`config.mk`:
```
export PLATFORM = sky130hd
export DESIGN_NAME = vme_slave_bridge
export DESIGN_NICKNAME = d
export VERILOG_FILES = /design/src/rtl/vsb_pkg.sv /design/src/rtl/vsb_sync.sv /design/src/rtl/vsb_geo.sv /design/src/rtl/vsb_stretch.sv /design/src/rtl/vme_slave_bridge.sv
export SDC_FILE = /design/constraint.sdc
export NUM_CORES = 1
export LEC_CHECK = 0
export ABC_CLOCK_PERIOD_IN_PS = 2100
export BUFFER_PORTS_ARGS = -buffer_cell sky130_fd_sc_hd__buf_2
export CAP_MARGIN = 20
export CELL_PAD_IN_SITES_DETAIL_PLACEMENT = 0
export CELL_PAD_IN_SITES_GLOBAL_PLACEMENT = 2
export CORE_MARGIN = 4
export CORE_UTILIZATION = 30
export DETAILED_ROUTE_END_ITERATION = 12
export PLACE_DENSITY_LB_ADDON = 0.1
export SLEW_MARGIN = 15
export SYNTH_ARGS = -nofsm -noshare
export SYNTH_HDL_FRONTEND = slang
export SYNTH_HIERARCHICAL = 1
export SYNTH_SLANG_ARGS = --single-unit
```
`constraint.sdc`:
```
create_clock -name clk -period 2.1 [get_ports clk]
set_input_delay 0.42 -clock clk [delete_from_list [all_inputs] [get_ports clk]]
set_output_delay 0.42 -clock clk [all_outputs]
set_load 0.005 [all_outputs]
```
`src/rtl/vsb_pkg.sv`:
```
package vsb_pkg;

  localparam int ADDR_W  = 32;
  localparam int DATA_W  = 32;
  localparam int SLOT_W  = 5;
  localparam int WIN_W   = 16;

  typedef enum logic [1:0] {
    AM_SINGLE,
    AM_BLOCK,
    AM_WIDE,
    AM_OTHER
  } am_class_e;

  typedef enum logic [3:0] {
    ST_IDLE,
    ST_CHECK,
    ST_ACCESS,
    ST_RDWAIT,
    ST_ACK,
    ST_REL,
    ST_BLT_WAIT,
    ST_BERR,
    ST_WAIT_AS
  } state_e;

  function automatic am_class_e am_classify(input logic [5:0] am);
    case (am)
      6'h09, 6'h0D: am_classify = AM_SINGLE;
      6'h0B, 6'h0F: am_classify = AM_BLOCK;
      6'h08, 6'h0C: am_classify = AM_WIDE;
      default:      am_classify = AM_OTHER;
    endcase
  endfunction

  // six raw pin levels must hold an odd number of ones
  function automatic logic ga_parity_ok(input logic [SLOT_W-1:0] ga_n, input logic gap_n);
    ga_parity_ok = ^{ga_n, gap_n};
  endfunction

  function automatic logic [ADDR_W-1:0] slot_base(input logic [SLOT_W-1:0] slot);
    slot_base = {{(ADDR_W-WIN_W-SLOT_W){1'b0}}, slot, {WIN_W{1'b0}}};
  endfunction

  function automatic logic in_window(input logic [ADDR_W-1:0] a, input logic [SLOT_W-1:0] slot);
    in_window = (a[ADDR_W-1:WIN_W] == slot_base(slot) >> WIN_W);
  endfunction

  function automatic logic beat_fault(input logic [ADDR_W-1:0] a, input logic lword_n,
                                      input logic [1:0] ds);
    beat_fault = (a[1:0] != 2'b00) || lword_n || (ds != 2'b11);
  endfunction

  function automatic logic [ADDR_W-1:0] next_beat(input logic [ADDR_W-1:0] a);
    next_beat = a + ADDR_W'(4);
  endfunction

  function automatic logic blt_crosses(input logic [ADDR_W-1:0] a);
    blt_crosses = (next_beat(a) >> 8) != (a >> 8);
  endfunction

endpackage

```
`src/rtl/vsb_sync.sv`:
```
module vsb_sync #(
  parameter int WIDTH = 3,
  parameter int STAGES = 2,
  parameter logic RESET_VAL = 1'b1
) (
  input  logic             clk,
  input  logic             rst_n,
  input  logic [WIDTH-1:0] d,
  output logic [WIDTH-1:0] q
);
  for (genvar b = 0; b < WIDTH; b++) begin : g_bit
    logic [STAGES-1:0] chain;
    always_ff @(posedge clk or negedge rst_n) begin
      if (!rst_n) chain <= {STAGES{RESET_VAL}};
      else        chain <= {chain[STAGES-2:0], d[b]};
    end
    assign q[b] = chain[STAGES-1];
  end
endmodule

```
`src/rtl/vsb_geo.sv`:
```
module vsb_geo
  import vsb_pkg::*;
(
  input  logic              clk,
  input  logic              rst_n,
  input  logic [SLOT_W-1:0] ga_n,
  input  logic              gap_n,
  output logic [SLOT_W-1:0] slot,
  output logic              geo_ok
);
  always_ff @(posedge clk or negedge rst_n) begin
    if (!rst_n) begin
      slot   <= '0;
      geo_ok <= 1'b0;
    end else begin
      slot   <= ~ga_n;
      geo_ok <= ga_parity_ok(ga_n, gap_n) && ((~ga_n) > SLOT_W'(1));
    end
  end
endmodule

```
`src/rtl/vsb_stretch.sv`:
```
module vsb_stretch #(
  parameter int HOLD = 1000000
) (
  input  logic clk,
  input  logic rst_n,
  input  logic pulse,
  output logic lit
);
  localparam int CW = $clog2(HOLD + 1);
  logic [CW-1:0] cnt;
  always_ff @(posedge clk or negedge rst_n) begin
    if (!rst_n)          cnt <= '0;
    else if (pulse)      cnt <= CW'(HOLD);
    else if (cnt != '0)  cnt <= cnt - CW'(1);
  end
  assign lit = (cnt != '0);
endmodule

```
`src/rtl/vme_slave_bridge.sv`:
```
module vme_slave_bridge
  import vsb_pkg::*;
#(
  parameter int SYNC_STAGES = 2,
  parameter int LED_HOLD = 1000000
) (
  input  logic              clk,
  input  logic              rst_n,
  input  logic              vme_as_n,
  input  logic [1:0]        vme_ds_n,
  input  logic              vme_write_n,
  input  logic              vme_lword_n,
  input  logic [5:0]        vme_am,
  input  logic [ADDR_W-1:0] vme_addr,
  input  logic [DATA_W-1:0] vme_d_in,
  output logic [DATA_W-1:0] vme_d_out,
  output logic              vme_d_oe,
  output logic              vme_dtack_n,
  output logic              vme_dtack_oe,
  output logic              vme_berr_n,
  input  logic [SLOT_W-1:0] vme_ga_n,
  input  logic              vme_gap_n,
  output logic [ADDR_W-1:0] bus_addr,
  output logic [DATA_W-1:0] bus_wdata,
  input  logic [DATA_W-1:0] bus_rdata,
  output logic              bus_rd,
  output logic              bus_wr,
  output logic              led_rw,
  output logic              led_access
);

  // synchronized strobes, active high after inversion
  logic [2:0] strobe_q;
  vsb_sync #(.WIDTH(3), .STAGES(SYNC_STAGES), .RESET_VAL(1'b1)) i_sync (
    .clk(clk), .rst_n(rst_n), .d({vme_as_n, vme_ds_n}), .q(strobe_q)
  );
  logic       as_s;
  logic [1:0] ds_s;
  logic       ds_any_s;
  assign as_s     = ~strobe_q[2];
  assign ds_s     = ~strobe_q[1:0];
  assign ds_any_s = |ds_s;

  logic [SLOT_W-1:0] slot;
  logic              geo_ok;
  vsb_geo i_geo (
    .clk(clk), .rst_n(rst_n), .ga_n(vme_ga_n), .gap_n(vme_gap_n),
    .slot(slot), .geo_ok(geo_ok)
  );

  state_e            state;
  am_class_e         class_q;
  logic              wr_q;
  logic              lword_q;
  logic [1:0]        ds_q;
  logic [ADDR_W-1:0] cur_addr;
  logic [DATA_W-1:0] wdata_q;
  logic [DATA_W-1:0] rdata_q;

  // decision for the first beat, visible to the checker
  logic is_a32, hit, first_fault, blt_fault;
  assign is_a32      = (class_q != AM_OTHER);
  assign hit         = in_window(cur_addr, slot);
  assign first_fault = !geo_ok || (class_q == AM_WIDE) || beat_fault(cur_addr, lword_q, ds_q);
  assign blt_fault   = blt_crosses(cur_addr) || (ds_s != 2'b11);

  always_ff @(posedge clk or negedge rst_n) begin
    if (!rst_n) begin
      state    <= ST_IDLE;
      class_q  <= AM_OTHER;
      wr_q     <= 1'b0;
      lword_q  <= 1'b1;
      ds_q     <= 2'b00;
      cur_addr <= '0;
      wdata_q  <= '0;
      rdata_q  <= '0;
    end else begin
      case (state)
        ST_IDLE: if (as_s && ds_any_s) begin
          cur_addr <= vme_addr;
          class_q  <= am_classify(vme_am);
          wr_q     <= ~vme_write_n;
          lword_q  <= vme_lword_n;
          ds_q     <= ds_s;
          wdata_q  <= vme_d_in;
          state    <= ST_CHECK;
        end
        ST_CHECK: begin
          if (!is_a32)                 state <= ST_WAIT_AS;
          else if (!geo_ok)            state <= ST_BERR;
          else if (!hit)               state <= ST_WAIT_AS;
          else if (first_fault)        state <= ST_BERR;
          else                         state <= ST_ACCESS;
        end
        ST_ACCESS: state <= wr_q ? ST_ACK : ST_RDWAIT;
        ST_RDWAIT: begin
          rdata_q <= bus_rdata;
          state   <= ST_ACK;
        end
        ST_ACK: if (!ds_any_s) state <= ST_REL;
        ST_REL: begin
          if (!as_s)                    state <= ST_IDLE;
          else if (class_q == AM_BLOCK) state <= ST_BLT_WAIT;
          else                          state <= ST_WAIT_AS;
        end
        ST_BLT_WAIT: begin
          if (!as_s) state <= ST_IDLE;
          else if (ds_any_s) begin
            wdata_q <= vme_d_in;
            if (blt_fault) state <= ST_BERR;
            else begin
              cur_addr <= next_beat(cur_addr);
              state    <= ST_ACCESS;
            end
          end
        end
        ST_BERR:    if (!ds_any_s) state <= ST_WAIT_AS;
        ST_WAIT_AS: if (!as_s) state <= ST_IDLE;
        default:    state <= ST_IDLE;
      endcase
    end
  end

  assign bus_addr     = cur_addr;
  assign bus_wdata    = wdata_q;
  assign bus_rd       = (state == ST_ACCESS) && !wr_q;
  assign bus_wr       = (state == ST_ACCESS) && wr_q;
  assign vme_d_out    = rdata_q;
  assign vme_d_oe     = (state == ST_ACK) && !wr_q;
  assign vme_dtack_n  = !(state == ST_ACK);
  assign vme_dtack_oe = (state == ST_ACK) || (state == ST_REL);
  assign vme_berr_n   = !(state == ST_BERR);

  vsb_stretch #(.HOLD(LED_HOLD)) i_led_rw (
    .clk(clk), .rst_n(rst_n), .pulse(bus_wr), .lit(led_rw)
  );
  vsb_stretch #(.HOLD(LED_HOLD)) i_led_acc (
    .clk(clk), .rst_n(rst_n), .pulse(bus_rd || bus_wr), .lit(led_access)
  );

endmodule

```
==> impl_metrics.toml <==
[status]
outcome = "finished with violations"
violations = "setup timing"

[power]
clockPowerShare_pct = 21.1
peakVddDrop_mv = 0.441
power_frac_comb_pct = 40.8
p_switching_mw = 5.52
leakagePower_nw = 5.08
internal_power_mw = 9.18
power_density_nw_per_um2 = 1350
seqPwrFrac_pct = 38.1
p_sw_share_pct = 37.6
p_total_mw = 14.7

[timing]
grt_setup_unrepaired = "true"
tightestPinTransition_ps = 529
skew_ps = 15.6
finalWorstSetupSlack_ps = -256
slew_headroom_pct = 63.8
period_needed_ps = 2360
fmax_ghz = 0.424
setup_violations = 27
finalHoldViolCount = 0
slew_violations = 0
period_share_pct = 112

[synthesis]
synthMuxAreaShare_pct = 13.1
synth_cells = 724
ys_top_cells_by_area = "dfrtp_1 48%, mux2_1 11%, nand2_1 3.4%"
synthArstFlopShare_pct = 100
synth_xor_area_share_pct = 1.10
synth_top_area_share_pct = 47.7
synth_top_family_by_area = "simple AND/OR/NAND/NOR gates"
synth_compound_area_share_pct = 11.1
synth_edf_count = 0
synth_adder_area_share_pct = 1.28
postSynthAreaPerCell_um2 = 10.8
syn_area_um2 = 7820
yosysTopAreaCell = "dfrtp_1"
yosys.area_share.simple_pct = 19.6
synth.yosys.seq_area_share_pct = 50.7
synth_nets = 847
synth_warnings = 6
synthDistinctLibCells = 69
synth_ff_type = "dfrtp_1"
ys_seq_elements = 158

[setup_path]
cp-end-kind = "primary output"
cp_max_fo = 2
critPathBufInv = 2
cp_slowest_cell = "or4b_4"
crit_family = "simple AND/OR/NAND/NOR gates"
worstPathCellList = "inv_2 > ha_4 > or4b_4 > nor3_4 > nand2_1 > buf_2"
max_stage_delay_ps = 480
worstPathRequired_ps = 1680
crit_type = "reg2out"
critPathLaunchType = "register"
cp_data_arrival_time_ps = 1940

[layout]
area_growth_pct = 39.4
nNetsFinal = 1140
design_area_um2 = 10900
drive_gt1_share_pct = 41.8

[floorplanning]
rows = 58
core_area_um2 = 25400
start_util_pct = 30.8
num_io_pins = 219
die_area_um2 = 28700
die_w_um = 169
die_h_um = 169

[grt]
grt_max_degree = 53
grt_overflow = 0
track_usage_pct = 15.8
grt_pass1_vias = 6909
antenna_found_initial = 2
grt_first_pass_wirelength_um = 36900

[detailed_routing]
wl_per_cell_um = 16.9
ant_nets = 0
firstDrtPassIters = 4
drt_iter0_drc = 301
drc_errors = 0
vias = 6599
vias_per_cell = 4.85
wl_um = 23000

[clock_network]
cts_tree = "yes"
cts_htree_levels = 4
cts_buffer_depth = 2
clock_latency_ps = 430
clk_pin_slew_worst_paths_ps = 70
cts_buffers = 17
clock_sinks = 158
cts_root_buf = "clkbuf_16"

[run]
drv_cap = 0

[place]
dpl.hpwl_um = 16500
post_dp_cell_area_um2 = 9660
io_buffer_count = 217
place.gp.congestion = 0.823

[hold_path]
holdCritPathClass = "in2reg"
[synthesized netlist by cell type, types with 3 or more instances]
cell type and instances:
mux2_1 78, nand3b_1 4, nand4_1 7, nor4_4 4
ha_1 8, nand2b_1 6, o21ai_0 28, nor2b_1 27
buf_2 23, nor4_1 12, o21ai_1 11, nand3_1 17
and4_1 4, mux2i_1 12, xnor2_1 8, clkbuf_1 11
nand2_1 70, nor2_1 64, a22oi_1 3, dfrtp_1 149
dfstp_2 9, a41oi_1 4, a211oi_1 7, a2111oi_0 5
and3_1 10, inv_1 10, buf_4 5, o22ai_1 4
nor4b_2 3, nor4b_1 3, o22a_1 8, or4b_4 3
nor3_1 16, a21oi_1 36, or3_1 6
[repair_timing]
item	CTS	global route
resized for setup	29	55
endpoints found under the setup margin	19	38
hold endpoints to repair	45	0
gates cloned	1	0
hold buffers	1	0
buffers inserted	29	12
pin swaps	8	16
[cell type report]
class | count | area, µm²
clock inverters | 15 | 170
diodes | 2 | 5.00
well taps | 330 | 413
fillers | 2477 | 14500
flip-flops and latches | 158 | 3970
clock buffers | 17 | 425
inverters | 10 | 37.5
multi-input cells | 515 | 3900
repair buffers | 315 | 1980
[cells in the final DEF (no fill, tap or decap), types with 4 or more instances in the layout]
| cell | Yosys | routed |
|---|---|---|
| xnor2_1 | 8 | 8 |
| clkbuf_16 | 0 | 17 |
| clkinv_8 | 0 | 4 |
| a211oi_1 | 7 | 6 |
| mux2i_1 | 12 | 12 |
| ha_1 | 8 | 5 |
| and3_1 | 10 | 10 |
| nor4_4 | 4 | 6 |
| nor4_1 | 12 | 7 |
| nand4_1 | 7 | 7 |
| buf_12 | 0 | 6 |
| o22ai_1 | 4 | 4 |
| inv_1 | 10 | 6 |
| buf_2 | 23 | 214 |
| nor2_1 | 64 | 61 |
| nand2b_1 | 6 | 6 |
| inv_8 | 0 | 5 |
| o21ai_2 | 0 | 5 |
| dfrtp_2 | 0 | 4 |
| nand2_1 | 70 | 68 |
| o22a_1 | 8 | 8 |
| inv_2 | 0 | 4 |
| o21ai_1 | 11 | 10 |
| or3_1 | 6 | 6 |
| nor3_1 | 16 | 14 |
| dfstp_2 | 9 | 9 |
| mux2_4 | 0 | 5 |
| mux2_1 | 78 | 73 |
| nand3_1 | 17 | 17 |
| a21oi_1 | 36 | 35 |
| buf_6 | 1 | 13 |
| dfrtp_1 | 149 | 145 |
| o21ai_0 | 28 | 22 |
| a41oi_1 | 4 | 4 |
| nand3b_1 | 4 | 4 |
| nor2b_1 | 27 | 26 |
| buf_4 | 5 | 80 |
[registers in the layout, indices dropped and copies added (netlist names), 4 cells and up]
name and flops:
i_led_acc/cnt 20, i_geo/slot 5, i_sync/g_bit.chain 6, bus_wdata 32, bus_addr 32, i_led_rw/cnt 20
state 4, vme_d_out 32
[worst paths after layout]
path	cells past startpoint	endpoint	from	slack (ps)
min in group asynchronous	2	i_led_rw/cnt[18]$_DFFE_PN0P_	rst_n	510
max reg2reg	9	i_led_rw/cnt[13]$_DFFE_PN0P_	i_led_rw/cnt[1]$_DFFE_PN0P_	-260
min	1	i_sync/g_bit[2].chain[0]$_DFF_PN1_	vme_as_n	90
max	6	led_rw	i_led_rw/cnt[1]$_DFFE_PN0P_	-260
max in group asynchronous	3	vme_d_out[30]$_DFFE_PN0P_	rst_n	830
min reg2reg	0	i_sync/g_bit[0].chain[1]$_DFF_PN1_	i_sync/g_bit[0].chain[0]$_DFF_PN1_	360
[per-layer routing]
layer  track usage (%)  up-vias  wire length (µm)
met3              4.08       19              1250
li1                  -     3191                 -
met1              20.2     3225             10000
met2              27.0      164             11500
met5                 0        -                 0
met4              4.03        0               302
[stage by stage]
stage               setup WS (ps)  instances  hold WS (ps)  TNS [ps]  utilization (%)
global route                 -363       1362          58.9     -5900             42.9
detailed placement          -68.5       1290           347      -222             38.0
finish                       -256       1362          88.4     -2980             42.9
floorplan                    21.3        724           124         0                -
CTS                          -226       1353          66.0     -1110             41.7
global placement            -9.13       1290           350     -13.5             38.0
[power groups by stage]
stage,combinational [mW],clock (mW),sequential [mW]
finish,5.99,3.10,5.60
global route,6.67,3.36,5.83
CTS,5.75,3.23,5.56
detailed placement,5.35,0,5.64
global placement,5.25,0,5.59
floorplan,2.87,0,5.52
[cell families after synthesis]
family,after synthesis
DFF,158
buffers and inverters,51
AOI/OAI and AO/OA,130
adders and majority gates,8
and+or+nand+nor,276
muxes,92
xor gates and xnor gates,9
No activity file was read; power rests on OpenSTA's default activity.
